File: config.mk
export PLATFORM = sky130hd
export DESIGN_NAME = irq_entry_seq
export DESIGN_NICKNAME = d
export VERILOG_FILES = /design/src/rtl/irq_seq_pkg.sv /design/src/rtl/irq_nmi_edge.sv /design/src/rtl/irq_pick.sv /design/src/rtl/irq_entry_seq.sv
export SDC_FILE = /design/constraint.sdc
export NUM_CORES = 1
export LEC_CHECK = 0
export CELL_PAD_IN_SITES_DETAIL_PLACEMENT = 0
export CELL_PAD_IN_SITES_GLOBAL_PLACEMENT = 1
export CORE_MARGIN = 2
export CORE_UTILIZATION = 23
export CTS_BUF_LIST = sky130_fd_sc_hd__clkbuf_2
export CTS_CLUSTER_DIAMETER = 60
export CTS_CLUSTER_SIZE = 28
export DETAILED_ROUTE_END_ITERATION = 8
export DONT_BUFFER_PORTS = 1
export PLACE_DENSITY_LB_ADDON = 0.2
export RECOVER_POWER = 100
export SETUP_SLACK_MARGIN = 0.4
export SLEW_MARGIN = 0
export SYNTH_ARGS = -nofsm -noshare
export SYNTH_HDL_FRONTEND = slang
export SYNTH_SLANG_ARGS = --single-unit
File: constraint.sdc
create_clock -name clk -period 1.9 [get_ports clk]
set_input_delay 0.19 -clock clk [delete_from_list [all_inputs] [get_ports clk]]
set_output_delay 0.19 -clock clk [all_outputs]
set_load 0.03 [all_outputs]
File: src/rtl/irq_seq_pkg.sv
package irq_seq_pkg;
    parameter int WORD_W  = 16;
    parameter int PADDR_W = 20;
    parameter int TYPE_W  = 8;

    typedef enum logic [3:0] {
        ST_IDLE, ST_HALT, ST_ACK,
        ST_PUSH_F, ST_PUSH_CS, ST_PUSH_IP,
        ST_RD_IP, ST_RD_CS,
        ST_POP_IP, ST_POP_CS, ST_POP_F
    } seq_state_e;

    typedef enum logic [1:0] {
        SRC_EXC, SRC_NMI, SRC_MASK, SRC_STEP
    } irq_src_e;

    typedef struct packed {
        seq_state_e          state;
        logic [WORD_W-1:0]   flags;
        logic [WORD_W-1:0]   cs;
        logic [WORD_W-1:0]   ip;
        logic [WORD_W-1:0]   sp;
        logic [TYPE_W-1:0]   vec;
    } seq_regs_t;
endpackage

File: src/rtl/irq_nmi_edge.sv
module irq_nmi_edge (
    input  logic clk,
    input  logic rst_n,
    input  logic nmi_i,
    input  logic clr_i,
    output logic pend_o
);
    typedef struct packed {
        logic prev;
        logic pend;
    } edge_regs_t;

    edge_regs_t e_d, e_q;

    always_comb begin
        e_d      = e_q;
        e_d.prev = nmi_i;
        e_d.pend = (e_q.pend & ~clr_i) | (nmi_i & ~e_q.prev);
    end

    always_ff @(posedge clk or negedge rst_n) begin
        if (!rst_n) e_q <= '0;
        else        e_q <= e_d;
    end

    assign pend_o = e_q.pend;


    nmi_catch_chk: assert property (@(posedge clk) disable iff (!rst_n)
        $rose(nmi_i) |=> pend_o);
endmodule

File: src/rtl/irq_pick.sv
module irq_pick
    import irq_seq_pkg::*;
#(
    parameter int NMI_VEC  = 2,
    parameter int STEP_VEC = 1
) (
    input  logic              boundary_i,
    input  logic              halt_i,
    input  logic              exc_req_i,
    input  logic [TYPE_W-1:0] exc_type_i,
    input  logic              nmi_pend_i,
    input  logic              mreq_i,
    input  logic              if_i,
    input  logic              tf_i,
    output logic              take_o,
    output irq_src_e          src_o,
    output logic [TYPE_W-1:0] vec_o
);
    logic ext_ok;

    always_comb begin
        ext_ok = boundary_i | halt_i;
        take_o = 1'b1;
        src_o  = SRC_EXC;
        vec_o  = exc_type_i;
        if (boundary_i && exc_req_i) begin
            src_o = SRC_EXC;
        end else if (ext_ok && nmi_pend_i) begin
            src_o = SRC_NMI;
            vec_o = TYPE_W'(NMI_VEC);
        end else if (ext_ok && mreq_i && if_i) begin
            src_o = SRC_MASK;
            vec_o = '0;
        end else if (boundary_i && tf_i) begin
            src_o = SRC_STEP;
            vec_o = TYPE_W'(STEP_VEC);
        end else begin
            take_o = 1'b0;
        end
    end
endmodule

File: src/rtl/irq_entry_seq.sv
module irq_entry_seq
    import irq_seq_pkg::*;
#(
    parameter logic [15:0] CS_AT_RESET = 16'hFFFF,
    parameter int          TF_POS      = 8,
    parameter int          IF_POS      = 9,
    parameter int          NMI_VEC     = 2,
    parameter int          STEP_VEC    = 1,
    parameter int          LEN_W       = 4
) (
    input  logic               clk,
    input  logic               rst_n,
    input  logic               insn_done_i,
    input  logic [LEN_W-1:0]   insn_len_i,
    input  logic               hlt_i,
    input  logic               iret_i,
    input  logic               exc_req_i,
    input  logic [TYPE_W-1:0]  exc_type_i,
    input  logic               if_set_i,
    input  logic               if_clr_i,
    input  logic               tf_set_i,
    input  logic               tf_clr_i,
    input  logic               mreq_i,
    input  logic               nmi_i,
    output logic               inta_o,
    input  logic               type_vld_i,
    input  logic [TYPE_W-1:0]  type_i,
    output logic               mem_req_o,
    output logic               mem_we_o,
    output logic [PADDR_W-1:0] mem_addr_o,
    output logic [WORD_W-1:0]  mem_wdata_o,
    input  logic [WORD_W-1:0]  mem_rdata_i,
    input  logic               mem_rdy_i,
    output logic               busy_o,
    output logic               halted_o,
    output logic [WORD_W-1:0]  flags_o,
    output logic [WORD_W-1:0]  cs_o,
    output logic [WORD_W-1:0]  ip_o,
    output logic [WORD_W-1:0]  sp_o
);
    localparam int SEG_PAD = PADDR_W - WORD_W;
    localparam int TBL_PAD = PADDR_W - TYPE_W - 2;
    localparam int LEN_PAD = WORD_W - LEN_W;

    seq_regs_t q, d;

    logic              boundary, in_halt, nmi_pend, nmi_clr;
    logic              take;
    irq_src_e          src;
    logic [TYPE_W-1:0] pick_vec;
    logic [WORD_W-1:0] sp_dn, sp_up;

    assign boundary = (q.state == ST_IDLE) && insn_done_i;
    assign in_halt  = (q.state == ST_HALT);

    irq_nmi_edge i_nmi (
        .clk    (clk),
        .rst_n  (rst_n),
        .nmi_i  (nmi_i),
        .clr_i  (nmi_clr),
        .pend_o (nmi_pend)
    );

    irq_pick #(.NMI_VEC(NMI_VEC), .STEP_VEC(STEP_VEC)) i_pick (
        .boundary_i (boundary),
        .halt_i     (in_halt),
        .exc_req_i  (exc_req_i),
        .exc_type_i (exc_type_i),
        .nmi_pend_i (nmi_pend),
        .mreq_i     (mreq_i),
        .if_i       (q.flags[IF_POS]),
        .tf_i       (q.flags[TF_POS]),
        .take_o     (take),
        .src_o      (src),
        .vec_o      (pick_vec)
    );

    always_comb begin
        d           = q;
        nmi_clr     = 1'b0;
        inta_o      = 1'b0;
        mem_req_o   = 1'b0;
        mem_we_o    = 1'b0;
        mem_addr_o  = '0;
        mem_wdata_o = '0;
        sp_dn       = q.sp - WORD_W'(2);
        sp_up       = q.sp + WORD_W'(2);

        case (q.state)
            ST_IDLE: begin
                if (if_set_i) d.flags[IF_POS] = 1'b1;
                if (if_clr_i) d.flags[IF_POS] = 1'b0;
                if (tf_set_i) d.flags[TF_POS] = 1'b1;
                if (tf_clr_i) d.flags[TF_POS] = 1'b0;
                if (insn_done_i) begin
                    d.ip = q.ip + {{LEN_PAD{1'b0}}, insn_len_i};
                    if (take && src == SRC_EXC) begin
                        d.vec   = pick_vec;
                        d.state = ST_PUSH_F;
                    end else if (iret_i) begin
                        d.state = ST_POP_IP;
                    end else if (take) begin
                        d.vec   = pick_vec;
                        nmi_clr = (src == SRC_NMI);
                        d.state = (src == SRC_MASK) ? ST_ACK : ST_PUSH_F;
                    end else if (hlt_i) begin
                        d.state = ST_HALT;
                    end
                end
            end
            ST_HALT: begin
                if (take) begin
                    d.vec   = pick_vec;
                    nmi_clr = (src == SRC_NMI);
                    d.state = (src == SRC_MASK) ? ST_ACK : ST_PUSH_F;
                end
            end
            ST_ACK: begin
                inta_o = 1'b1;
                if (type_vld_i) begin
                    d.vec   = type_i;
                    d.state = ST_PUSH_F;
                end
            end
            ST_PUSH_F, ST_PUSH_CS, ST_PUSH_IP: begin
                mem_req_o  = 1'b1;
                mem_we_o   = 1'b1;
                mem_addr_o = {{SEG_PAD{1'b0}}, sp_dn};
                unique case (q.state)
                    ST_PUSH_F:  mem_wdata_o = q.flags;
                    ST_PUSH_CS: mem_wdata_o = q.cs;
                    default:    mem_wdata_o = q.ip;
                endcase
                if (mem_rdy_i) begin
                    d.sp = sp_dn;
                    unique case (q.state)
                        ST_PUSH_F: begin
                            d.flags[TF_POS] = 1'b0;
                            d.flags[IF_POS] = 1'b0;
                            d.state         = ST_PUSH_CS;
                        end
                        ST_PUSH_CS: d.state = ST_PUSH_IP;
                        default:    d.state = ST_RD_IP;
                    endcase
                end
            end
            ST_RD_IP, ST_RD_CS: begin
                mem_req_o  = 1'b1;
                mem_addr_o = {{TBL_PAD{1'b0}}, q.vec, (q.state == ST_RD_CS), 1'b0};
                if (mem_rdy_i) begin
                    if (q.state == ST_RD_IP) begin
                        d.ip    = mem_rdata_i;
                        d.state = ST_RD_CS;
                    end else begin
                        d.cs    = mem_rdata_i;
                        d.state = ST_IDLE;
                    end
                end
            end
            ST_POP_IP, ST_POP_CS, ST_POP_F: begin
                mem_req_o  = 1'b1;
                mem_addr_o = {{SEG_PAD{1'b0}}, q.sp};
                if (mem_rdy_i) begin
                    d.sp = sp_up;
                    unique case (q.state)
                        ST_POP_IP: begin d.ip    = mem_rdata_i; d.state = ST_POP_CS; end
                        ST_POP_CS: begin d.cs    = mem_rdata_i; d.state = ST_POP_F;  end
                        default:   begin d.flags = mem_rdata_i; d.state = ST_IDLE;   end
                    endcase
                end
            end
            default: d.state = ST_IDLE;
        endcase
    end

    always_ff @(posedge clk or negedge rst_n) begin
        if (!rst_n) begin
            q       <= '0;
            q.state <= ST_IDLE;
            q.cs    <= CS_AT_RESET;
        end else begin
            q <= d;
        end
    end

    assign busy_o   = (q.state != ST_IDLE) && (q.state != ST_HALT);
    assign halted_o = in_halt;
    assign flags_o  = q.flags;
    assign cs_o     = q.cs;
    assign ip_o     = q.ip;
    assign sp_o     = q.sp;


    hold_req_chk: assert property (@(posedge clk) disable iff (!rst_n)
        (mem_req_o && !mem_rdy_i) |=> (mem_req_o && $stable(mem_addr_o) && $stable(mem_we_o)));


    flags_clr_chk: assert property (@(posedge clk) disable iff (!rst_n)
        (q.state == ST_PUSH_F && mem_rdy_i) |=> (!flags_o[TF_POS] && !flags_o[IF_POS]));


    push_sp_chk: assert property (@(posedge clk) disable iff (!rst_n)
        (mem_req_o && mem_we_o && mem_rdy_i) |=> (sp_o == $past(sp_o) - WORD_W'(2)));


    pop_sp_chk: assert property (@(posedge clk) disable iff (!rst_n)
        (mem_req_o && !mem_we_o && mem_rdy_i && q.state inside {ST_POP_IP, ST_POP_CS, ST_POP_F})
        |=> (sp_o == $past(sp_o) + WORD_W'(2)));


    table_rng_chk: assert property (@(posedge clk) disable iff (!rst_n)
        (q.state inside {ST_RD_IP, ST_RD_CS}) |-> (mem_addr_o < PADDR_W'(1024) && !mem_addr_o[0] && !mem_we_o));


    ack_hold_chk: assert property (@(posedge clk) disable iff (!rst_n)
        (inta_o && !type_vld_i) |=> inta_o);


    halt_quiet_chk: assert property (@(posedge clk) disable iff (!rst_n)
        halted_o |-> (!mem_req_o && !inta_o && !busy_o));


    fault_first_chk: assert property (@(posedge clk) disable iff (!rst_n)
        (boundary && exc_req_i) |=> (q.state == ST_PUSH_F && q.vec == $past(exc_type_i)));
endmodule

==> reports/results.ini, run 1 <==
[critical_path]
cp_top_family = simple AND/OR/NAND/NOR gates
r2r_cells = 8
cp.arrival_ps = 2640
r2r_slack_ps = -420
worstPathMaxFanout = 2
cpPeakStageDelay_ps = 550
crit_type = flop to output port
slowest_stage = or4_4
crit_buf_inv = 1
path_cells = or4_4 > buf_6 > or3_4 > a21o_1 > a221o_2
crit_path_start_kind = flop
required_ps = 1710
r2r-end = sp_o[9]
r2r-start = sp_o[6]
endpoint_kind = output port

[synth]
synth.distinct_cells = 67
netlist_area_sq_um = 5700
syn_inst = 704
synthArstFlopShare = 1.00
yosysTopAreaCell = dfrtp_1
synth-simple-area-share = 0.192
synth_warnings = 0
synth_top_area_share = 0.268
synthAdderAreaFrac = 0.0167
yosysSeqAreaShare = 0.342
synth_top_flop_cell = dfrtp_1
synth_mux_area_frac = 0.0316
synth_area_leaders = dfrtp_1 (27%), buf_4 (9.1%), dfstp_2 (7.4%)
synth_edf_count = 0
ys_ff_latch = 77
avgSynthCellArea_sq_um = 8.10
synth_top_family_by_area = compound AO/OA/AOI/OAI gates
synth_compound_area_frac = 0.256
synth_xor_area_frac = 0.0169

[sta]
hold_slack_ps = -768
final-setup-viol-count = 95
period_share = 1.49
finalHoldViolations = 78
skew_ps = 26.8
slew_headroom = 0.500
max_slew.worst_pin.slew_ps = 747
rsz0062_at_grt = true
maxSlewViolCount = 0
fmax_mhz = 354
timing.final.ws_setup_ps = -927
layout_min_cycle_time_ps = 2830

[floorplanning]
die_h_microns = 161
initial_core_util = 0.234
die-area_sq_um = 26100
die_x_microns = 161
num_rows = 57
io_pins = 155
core-area_sq_um = 24300

[layout]
layout_commonest_cell = buf_6
layout-drive-gt1-share = 0.577
finalNonFillerCells = 1222
layout_common_cells = buf_6 (90), buf_4 (89), dfrtp_1 (54)
stdcell_area_sq_um = 10100
final_util = 0.415
area_growth_pct = 77.2
fin_nets = 950

[placement]
dp.cells = 1055
post_dp_cell_area_sq_um = 7210
portBuffers = 0
hpwl_microns = 16000
dp_slack_ps = -308
gp_congestion = 0.802

[cts]
clkLatencyLatePin_ps = 600
clk_pin_slew_ps = 240
clk_path_buf_depth = 2
cts_tree = done
cts-hold-fix-buffers = 41
root_buffer = clkbuf_2
cts-htree-levels = 3
cts_sinks = 77
cts_made_buffers = 9

[detailed_routing]
first_iter_violations = 368
firstDrtPassIters = 6
drc = 0
vias = 6153
via_per_inst = 5.04
routed_wl_microns = 24700
antenna_left = 0
avgRoutedWirePerCell_microns = 20.2

[power_and_ir_drop]
p_per_area_nw_per_um2 = 1930
p_leak_nw = 4.13
ir_drop_uv = 589

[flow_run]
max_cap_violations = 0

[run_status]
violations = negative hold slack, negative setup slack
status = finished with violations

[grt]
grt-ovfl-total = 0
grt_pass1_vias = 6442
antenna_found_initial = 1
grt_max_degree = 78
grt_pass1_wl_microns = 37800
grt_usage = 0.188

[min_path]
hp-class = input pin to asynchronous set/reset pin

## sequential cells by signal, indices dropped and copies added, names as in the netlist
| signal | cells |
|---|---|
| q | 12 |
| sp_o | 15 |
| flags_o | 16 |
| i_nmi.e_q | 1 |
| cs_o | 16 |
| ip_o | 16 |
| i_nmi.pend_o | 1 |
## logic make-up (layout without fill, tap and decap cells)
kind of cell / after synthesis / after routing
AOI/OAI and AO/OA: 222 / 223
other: 1 / 7
and+or+nand+nor: 224 / 224
xor gates and xnor gates: 11 / 11
muxes: 16 / 16
adders and majority gates: 7 / 7
buffers and inverters: 146 / 333
DFF: 77 / 77
## how the worst max path moves through the flow
stage | startpoint | end | cells past startpoint
after floorplan | sp_o[7] | mem_addr_o[9] | 5
after global placement | sp_o[5] | mem_addr_o[9] | 5
after detailed placement | sp_o[5] | mem_addr_o[15] | 7
after CTS | sp_o[6] | mem_addr_o[9] | 5
after global routing | sp_o[6] | mem_addr_o[9] | 5
final | sp_o[6] | mem_addr_o[9] | 5
## synthesized netlist by cell type (all sizes together), types with 2 or more instances
library cell,instances
a211o,3
a211oi,5
a21o,6
a21oi,33
a221oi,3
a222oi,7
a22o,4
a22oi,20
a311oi,2
a31oi,4
a32oi,4
and2,6
and3,3
buf,81
clkbuf,31
dfrtp,61
dfstp,16
ha,6
inv,33
mux2,16
nand2,80
nand2b,11
nand3,22
nand3b,6
nand4,3
nor2,41
nor2b,8
nor3,17
nor4,6
o211ai,7
o21a,6
o21ai,70
o221ai,4
o22ai,19
o2bb2ai,4
o311ai,2
o31ai,9
o32a,2
or2,3
or3,10
or4,3
xnor2,3
xor2,8
## metrics by stage
stage,power (mW),TNS (ps)
2_1_floorplan,11.2,-1380
3_3_place_gp,13.8,-3790
3_5_place_dp,13.9,-3960
4_1_cts,18.2,-29800
5_1_grt,20.6,-42460
6_report,19.5,-32580
## cell type report
| class | instances | area [sq um] |
|---|---|---|
| Fill cell | 2337 | 14200 |
| Multi-Input combinational cell | 487 | 4470 |
| Timing Repair Buffer | 284 | 3050 |
| Sequential cell | 77 | 1960 |
| Tap cell | 324 | 405 |
| Inverter | 34 | 140 |
| Clock buffer | 9 | 45.0 |
| Clock inverter | 6 | 38.8 |
| Antenna cell | 1 | 2.50 |
## layer usage
layer | vias to the layer above | share of wire | track usage
met5 | - | 0 | 0
met3 | 30 | 0.051 | 0.0462
met4 | 0 | 0.018 | 0.0637
met1 | 3103 | 0.43 | 0.240
li1 | 2874 | - | -
met2 | 146 | 0.50 | 0.311
## power breakdown
group | internal [mW] | switching (mW) | total, mW
Clock | 0.166 | 0.684 | 0.850
Sequential | 2.37 | 1.13 | 3.50
Combinational | 7.07 | 8.07 | 15.1
Total | 9.60 | 9.88 | 19.5
## worst reg2reg max path: cells and delay by family (launching register included)
family                 cells  cell delay, ps
XOR/XNOR                   1             180
flip-flops                 1             430
buffers and inverters      4             490
AO/OA/AOI/OAI              1             250
AND/OR/NAND/NOR            2             880
## timing repair
action,4_1_cts,5_1_grt
endpoints found under the setup margin,139,164
resized for setup,273,136
setup buffers,69,33
pin swaps,91,58
endpoints found under the hold margin,151,79
gates cloned,7,1
(Power assumes the default switching activity.)
==> run 2, diff against run 1 <==
--- a/config.mk
+++ b/config.mk
@@ -15,7 +15,6 @@
 export DETAILED_ROUTE_END_ITERATION = 8
 export DONT_BUFFER_PORTS = 1
 export PLACE_DENSITY_LB_ADDON = 0.2
-export RECOVER_POWER = 100
 export SETUP_SLACK_MARGIN = 0.4
 export SLEW_MARGIN = 0
 export SYNTH_ARGS = -nofsm -noshare
==> reports/results.ini, run 2 (synthesis results as in run 1) <==
[cts]
cts-htree-levels = 3  ; unchanged
cts-hold-fix-buffers = 41  ; unchanged
cts_made_buffers = 9  ; unchanged
clk_path_buf_depth = 2  ; unchanged
clkLatencyLatePin_ps = 590  ; about the same
cts_sinks = 77  ; unchanged
cts_tree = done
clk_pin_slew_ps = 240  ; about the same
root_buffer = clkbuf_2

[detailed_routing]
antenna_left = 0  ; unchanged
routed_wl_microns = 24800  ; +0.14%
drc = 0  ; unchanged
avgRoutedWirePerCell_microns = 20.3  ; +0.14%
first_iter_violations = 343  ; -6.8%
vias = 6148  ; -0.081%
via_per_inst = 5.03  ; about the same
firstDrtPassIters = 8  ; +2

[grt]
antenna_found_initial = 1  ; unchanged
grt_usage = 0.188  ; unchanged
grt_max_degree = 78  ; unchanged
grt_pass1_vias = 6442  ; unchanged
grt_pass1_wl_microns = 37800  ; unchanged
grt-ovfl-total = 0  ; unchanged

[sta]
hold_slack_ps = -764  ; +4.27 ps
timing.final.ws_setup_ps = -925  ; +2.11 ps
final-setup-viol-count = 95  ; unchanged
skew_ps = 27.4  ; +0.665 ps
rsz0062_at_grt = true
max_slew.worst_pin.slew_ps = 760  ; +12.6 ps
layout_min_cycle_time_ps = 2830  ; -2.11 ps
timing.setup.tns_ps = -31910  ; +667 ps
finalHoldViolations = 78  ; unchanged
maxSlewViolCount = 0  ; unchanged
period_share = 1.49  ; about the same
slew_headroom = 0.492  ; -0.00844
fmax_mhz = 354  ; about the same

[floorplanning]
core-area_sq_um = 24300  ; unchanged
die_x_microns = 161  ; unchanged
initial_core_util = 0.234  ; unchanged
die_h_microns = 161  ; unchanged
io_pins = 155  ; unchanged
die-area_sq_um = 26100  ; unchanged
num_rows = 57  ; unchanged

[run_status]
violations = negative hold slack, negative setup slack
status = finished with violations

[critical_path]
endpoint_kind = output port
crit_path_start_kind = flop
cp.arrival_ps = 2640  ; about the same
required_ps = 1710  ; about the same
r2r_slack_ps = -420  ; about the same
crit_type = flop to output port
worstPathMaxFanout = 2  ; unchanged

[layout]
final-seq-area_sq_um = 1980  ; +1.0%
fin_nets = 950  ; unchanged
multi_input_area_sq_um = 4470  ; unchanged
layout_commonest_cell = buf_6
nFillCells = 2310  ; -1.2%
layout_common_cells = buf_6 (107), buf_4 (93), nand2_1 (45)
final_util = 0.422  ; +0.00653
area_growth_pct = 80.0
layout-drive-gt1-share = 0.610  ; +0.0323

[min_path]
hp-class = input pin to asynchronous set/reset pin

[power_and_ir_drop]
finalPower_mw = 19.8  ; +1.7%
p_leak_nw = 4.17  ; +0.91%
p_per_area_nw_per_um2 = 1930  ; +0.16%
ir_drop_uv = 599  ; +1.7%

[placement]
hpwl_microns = 16000  ; unchanged
portBuffers = 0  ; unchanged
gp_congestion = 0.802  ; unchanged

[flow_run]
max_cap_violations = 0  ; unchanged

run 2: layer usage:
layer / part of all wire / up-vias / track usage
met2: 0.49 / 166 / 0.311
li1: - / 2869 / -
met3: 0.055 / 26 / 0.0462
met4: 0.017 / 0 / 0.0637
met5: 0 / - / 0
met1: 0.44 / 3087 / 0.240
run 2: per-stage QoR:
step	cell area (sq um)	cells	worst slack, ps
floorplan	6510	709	-293
global placement	7210	1055	-295
detailed placement	7210	1055	-308
CTS	9410	1187	-968
global route	10300	1222	-1060
finish	10300	1222	-925
run 2: path summary, 6_finish.rpt:
kind	endpoint	from	cells after the start
max	mem_addr_o[9]	sp_o[7]	5
min in group clk	ip_o[0]	insn_len_i[0]	3
min	i_nmi.e_q[1]	rst_n	0
min reg2reg	i_nmi.pend_o	i_nmi.e_q[1]	1
max reg2reg	sp_o[9]	sp_o[7]	8
max in group asynchronous	cs_o[13]	rst_n	0
run 2: cell type report:
| cell class | instances | share of cell area |
|---|---|---|
| inverters | 34 | 0.0137 |
| clock buffers | 9 | 0.00439 |
| multi-input cells | 487 | 0.436 |
| repair buffers | 284 | 0.310 |
| flip-flops and latches | 77 | 0.193 |
| well taps | 324 | 0.0395 |
| diodes | 1 | 0.000244 |
| clock inverters | 6 | 0.00378 |
run 2: timing repair:
action	4_1_cts	5_1_grt
resized for setup	273	136
endpoints found under the hold margin	151	79
setup buffers	69	33
endpoints found under the setup margin	139	164
pin swaps	91	58
gates cloned	7	1
run 2: worst max-delay path, stage by stage, from the launching register on:
cell and delay [ps]:
dfrtp_1 450, or4_4 540, buf_6 140, or3_4 320, a21o_1 170, a221o_2 420
run 2: power breakdown:
group	switching, mW	internal [mW]
logic	8.06	7.33
clock network	0.680	0.166
registers	1.17	2.41
==> run 3, diff against run 2 <==
--- a/config.mk
+++ b/config.mk
@@ -14,6 +14,7 @@
 export CTS_CLUSTER_SIZE = 28
 export DETAILED_ROUTE_END_ITERATION = 8
 export DONT_BUFFER_PORTS = 1
+export MAX_ROUTING_LAYER = met4
 export PLACE_DENSITY_LB_ADDON = 0.2
 export SETUP_SLACK_MARGIN = 0.4
 export SLEW_MARGIN = 0
==> reports/results.ini, run 3 (synthesis results as in run 1) <==
[run_status]
status = finished with violations
violations = negative hold slack, negative setup slack

[detailed_routing]
drc = 0  ; unchanged
via_per_inst = 5.00  ; -0.65%
firstDrtPassIters = 5  ; -3
first_iter_violations = 349  ; +1.7%
avgRoutedWirePerCell_microns = 20.1  ; -0.97%
vias = 6123  ; -0.41%
antenna_left = 0  ; unchanged
routed_wl_microns = 24600  ; -0.73%

[sta]
rsz0062_at_grt = true
skew_ps = 35.8  ; +8.39 ps
period_share = 1.47  ; -0.0196
final-setup-viol-count = 110  ; +16%
max_slew.worst_pin.slew_ps = 663  ; -96.5 ps
fmax_mhz = 359  ; +1.3%
finalHoldViolations = 78  ; unchanged
slew_headroom = 0.556  ; +0.0645
hold_slack_ps = -763  ; +1.13 ps
maxSlewViolCount = 0  ; unchanged
layout_min_cycle_time_ps = 2790  ; -37.2 ps
timing.final.ws_setup_ps = -888  ; +37.2 ps

[placement]
gp_congestion = 0.812  ; +1.3%
portBuffers = 0  ; unchanged
hpwl_microns = 15900  ; -0.99%
dp.cells = 1052  ; -0.28%
dp_slack_ps = -302  ; +5.20 ps
post_dp_cell_area_sq_um = 7200  ; -0.14%

[layout]
area_growth_pct = 79.4
nFillCells = 2348  ; +1.6%
layout_commonest_cell = buf_4
layout-drive-gt1-share = 0.590  ; -0.0198
layout_common_cells = buf_4 (103), buf_6 (95), nand2_1 (50)
fin_nets = 953  ; +0.32%
stdcell_area_sq_um = 10200  ; -0.35%
finalNonFillerCells = 1225  ; +0.25%

[power_and_ir_drop]
ir_drop_uv = 719  ; +20%
p_per_area_nw_per_um2 = 1940  ; +0.42%
p_leak_nw = 4.19  ; +0.48%

[critical_path]
crit_path_start_kind = flop
endpoint_kind = output port
cp.arrival_ps = 2600  ; -40 ps
cp_top_family = simple AND/OR/NAND/NOR gates
path_cells = or4_4 > buf_6 > or3_4 > a21o_1 > a221o_2
crit_buf_inv = 1  ; unchanged
r2r_slack_ps = -480  ; -60 ps
slowest_stage = or4_4
r2r-start = q[73]
r2r-end = q[73]
required_ps = 1710  ; about the same
worstPathMaxFanout = 6  ; +4
crit_type = flop to output port
r2r_cells = 12  ; +4
cpPeakStageDelay_ps = 530  ; about the same

[flow_run]
max_cap_violations = 0  ; unchanged

[cts]
cts_tree = done
root_buffer = clkbuf_2
clk_path_buf_depth = 2  ; unchanged
cts-hold-fix-buffers = 42  ; +2.4%
clk_pin_slew_ps = 250  ; about the same
cts_sinks = 77  ; unchanged
cts-htree-levels = 3  ; unchanged
cts_made_buffers = 9  ; unchanged
clkLatencyLatePin_ps = 600  ; about the same

[floorplanning]
initial_core_util = 0.234  ; unchanged
num_rows = 57  ; unchanged
core-area_sq_um = 24300  ; unchanged
die-area_sq_um = 26100  ; unchanged
die_h_microns = 161  ; unchanged
io_pins = 155  ; unchanged
die_x_microns = 161  ; unchanged

[grt]
grt_pass1_vias = 6361  ; -1.3%
grt_usage = 0.193  ; +0.00476
grt-ovfl-total = 0  ; unchanged
grt_max_degree = 78  ; unchanged
antenna_found_initial = 1  ; unchanged
grt_pass1_wl_microns = 37700  ; -0.36%

[min_path]
hp-class = input pin to asynchronous set/reset pin

==> run 3: cell type report <==
| cell class | count | area [sq um] | area share |
|---|---|---|---|
| Clock inverter | 6 | 63.8 | 0.00624 |
| Clock buffer | 9 | 45.0 | 0.00441 |
| Multi-Input combinational cell | 486 | 4350 | 0.426 |
| Inverter | 34 | 138 | 0.0135 |
| Sequential cell | 77 | 1970 | 0.192 |
| Timing Repair Buffer | 288 | 3250 | 0.318 |
| Antenna cell | 1 | 2.50 | 0.000245 |
| Tap cell | 324 | 405 | 0.0396 |
==> run 3: where the power goes <==
part	internal (mW)	total, mW	switching [mW]
clock	0.297	0.983	0.686
sequential	2.40	3.55	1.15
combinational	7.39	15.3	7.92
total	10.1	19.8	9.75
==> run 3: per-stage QoR <==
stage                      util  TNS, ps  total power [mW]
after floorplan               -    -1380              11.2
after global placement    0.296    -3480              13.8
after detailed placement  0.296    -3770              13.9
after CTS                 0.382   -26510              18.2
after global routing      0.420   -47440              20.9
final                     0.420   -36630              19.8
==> run 3: worst max path at each step <==
stage                       start       endpoint  slack (ps)  cells after the start
final                     sp_o[5]  mem_addr_o[9]        -890                      5
after global routing      sp_o[5]  mem_addr_o[9]       -1000                      5
after CTS                 sp_o[5]  mem_addr_o[9]        -940                      5
after detailed placement  sp_o[5]  mem_addr_o[9]        -300                      5
after global placement    sp_o[5]  mem_addr_o[9]        -300                      5
after floorplan           sp_o[7]  mem_addr_o[9]        -290                      5
==> run 3: metal layers <==
metal  global-route usage  wire length, microns  share of wire
met5                    -                     0              0
met3               0.0388                  1400          0.057
met2                0.307                 11900           0.48
met4               0.0536                   406          0.017
met1                0.250                 10900           0.44
==> run 3: timing repair <==
item,CTS,global route
hold endpoints to repair,149,79
setup endpoints to repair,137,151
buffers inserted,63,40
cloned,10,2
pin swaps,77,43
resized for setup,232,137
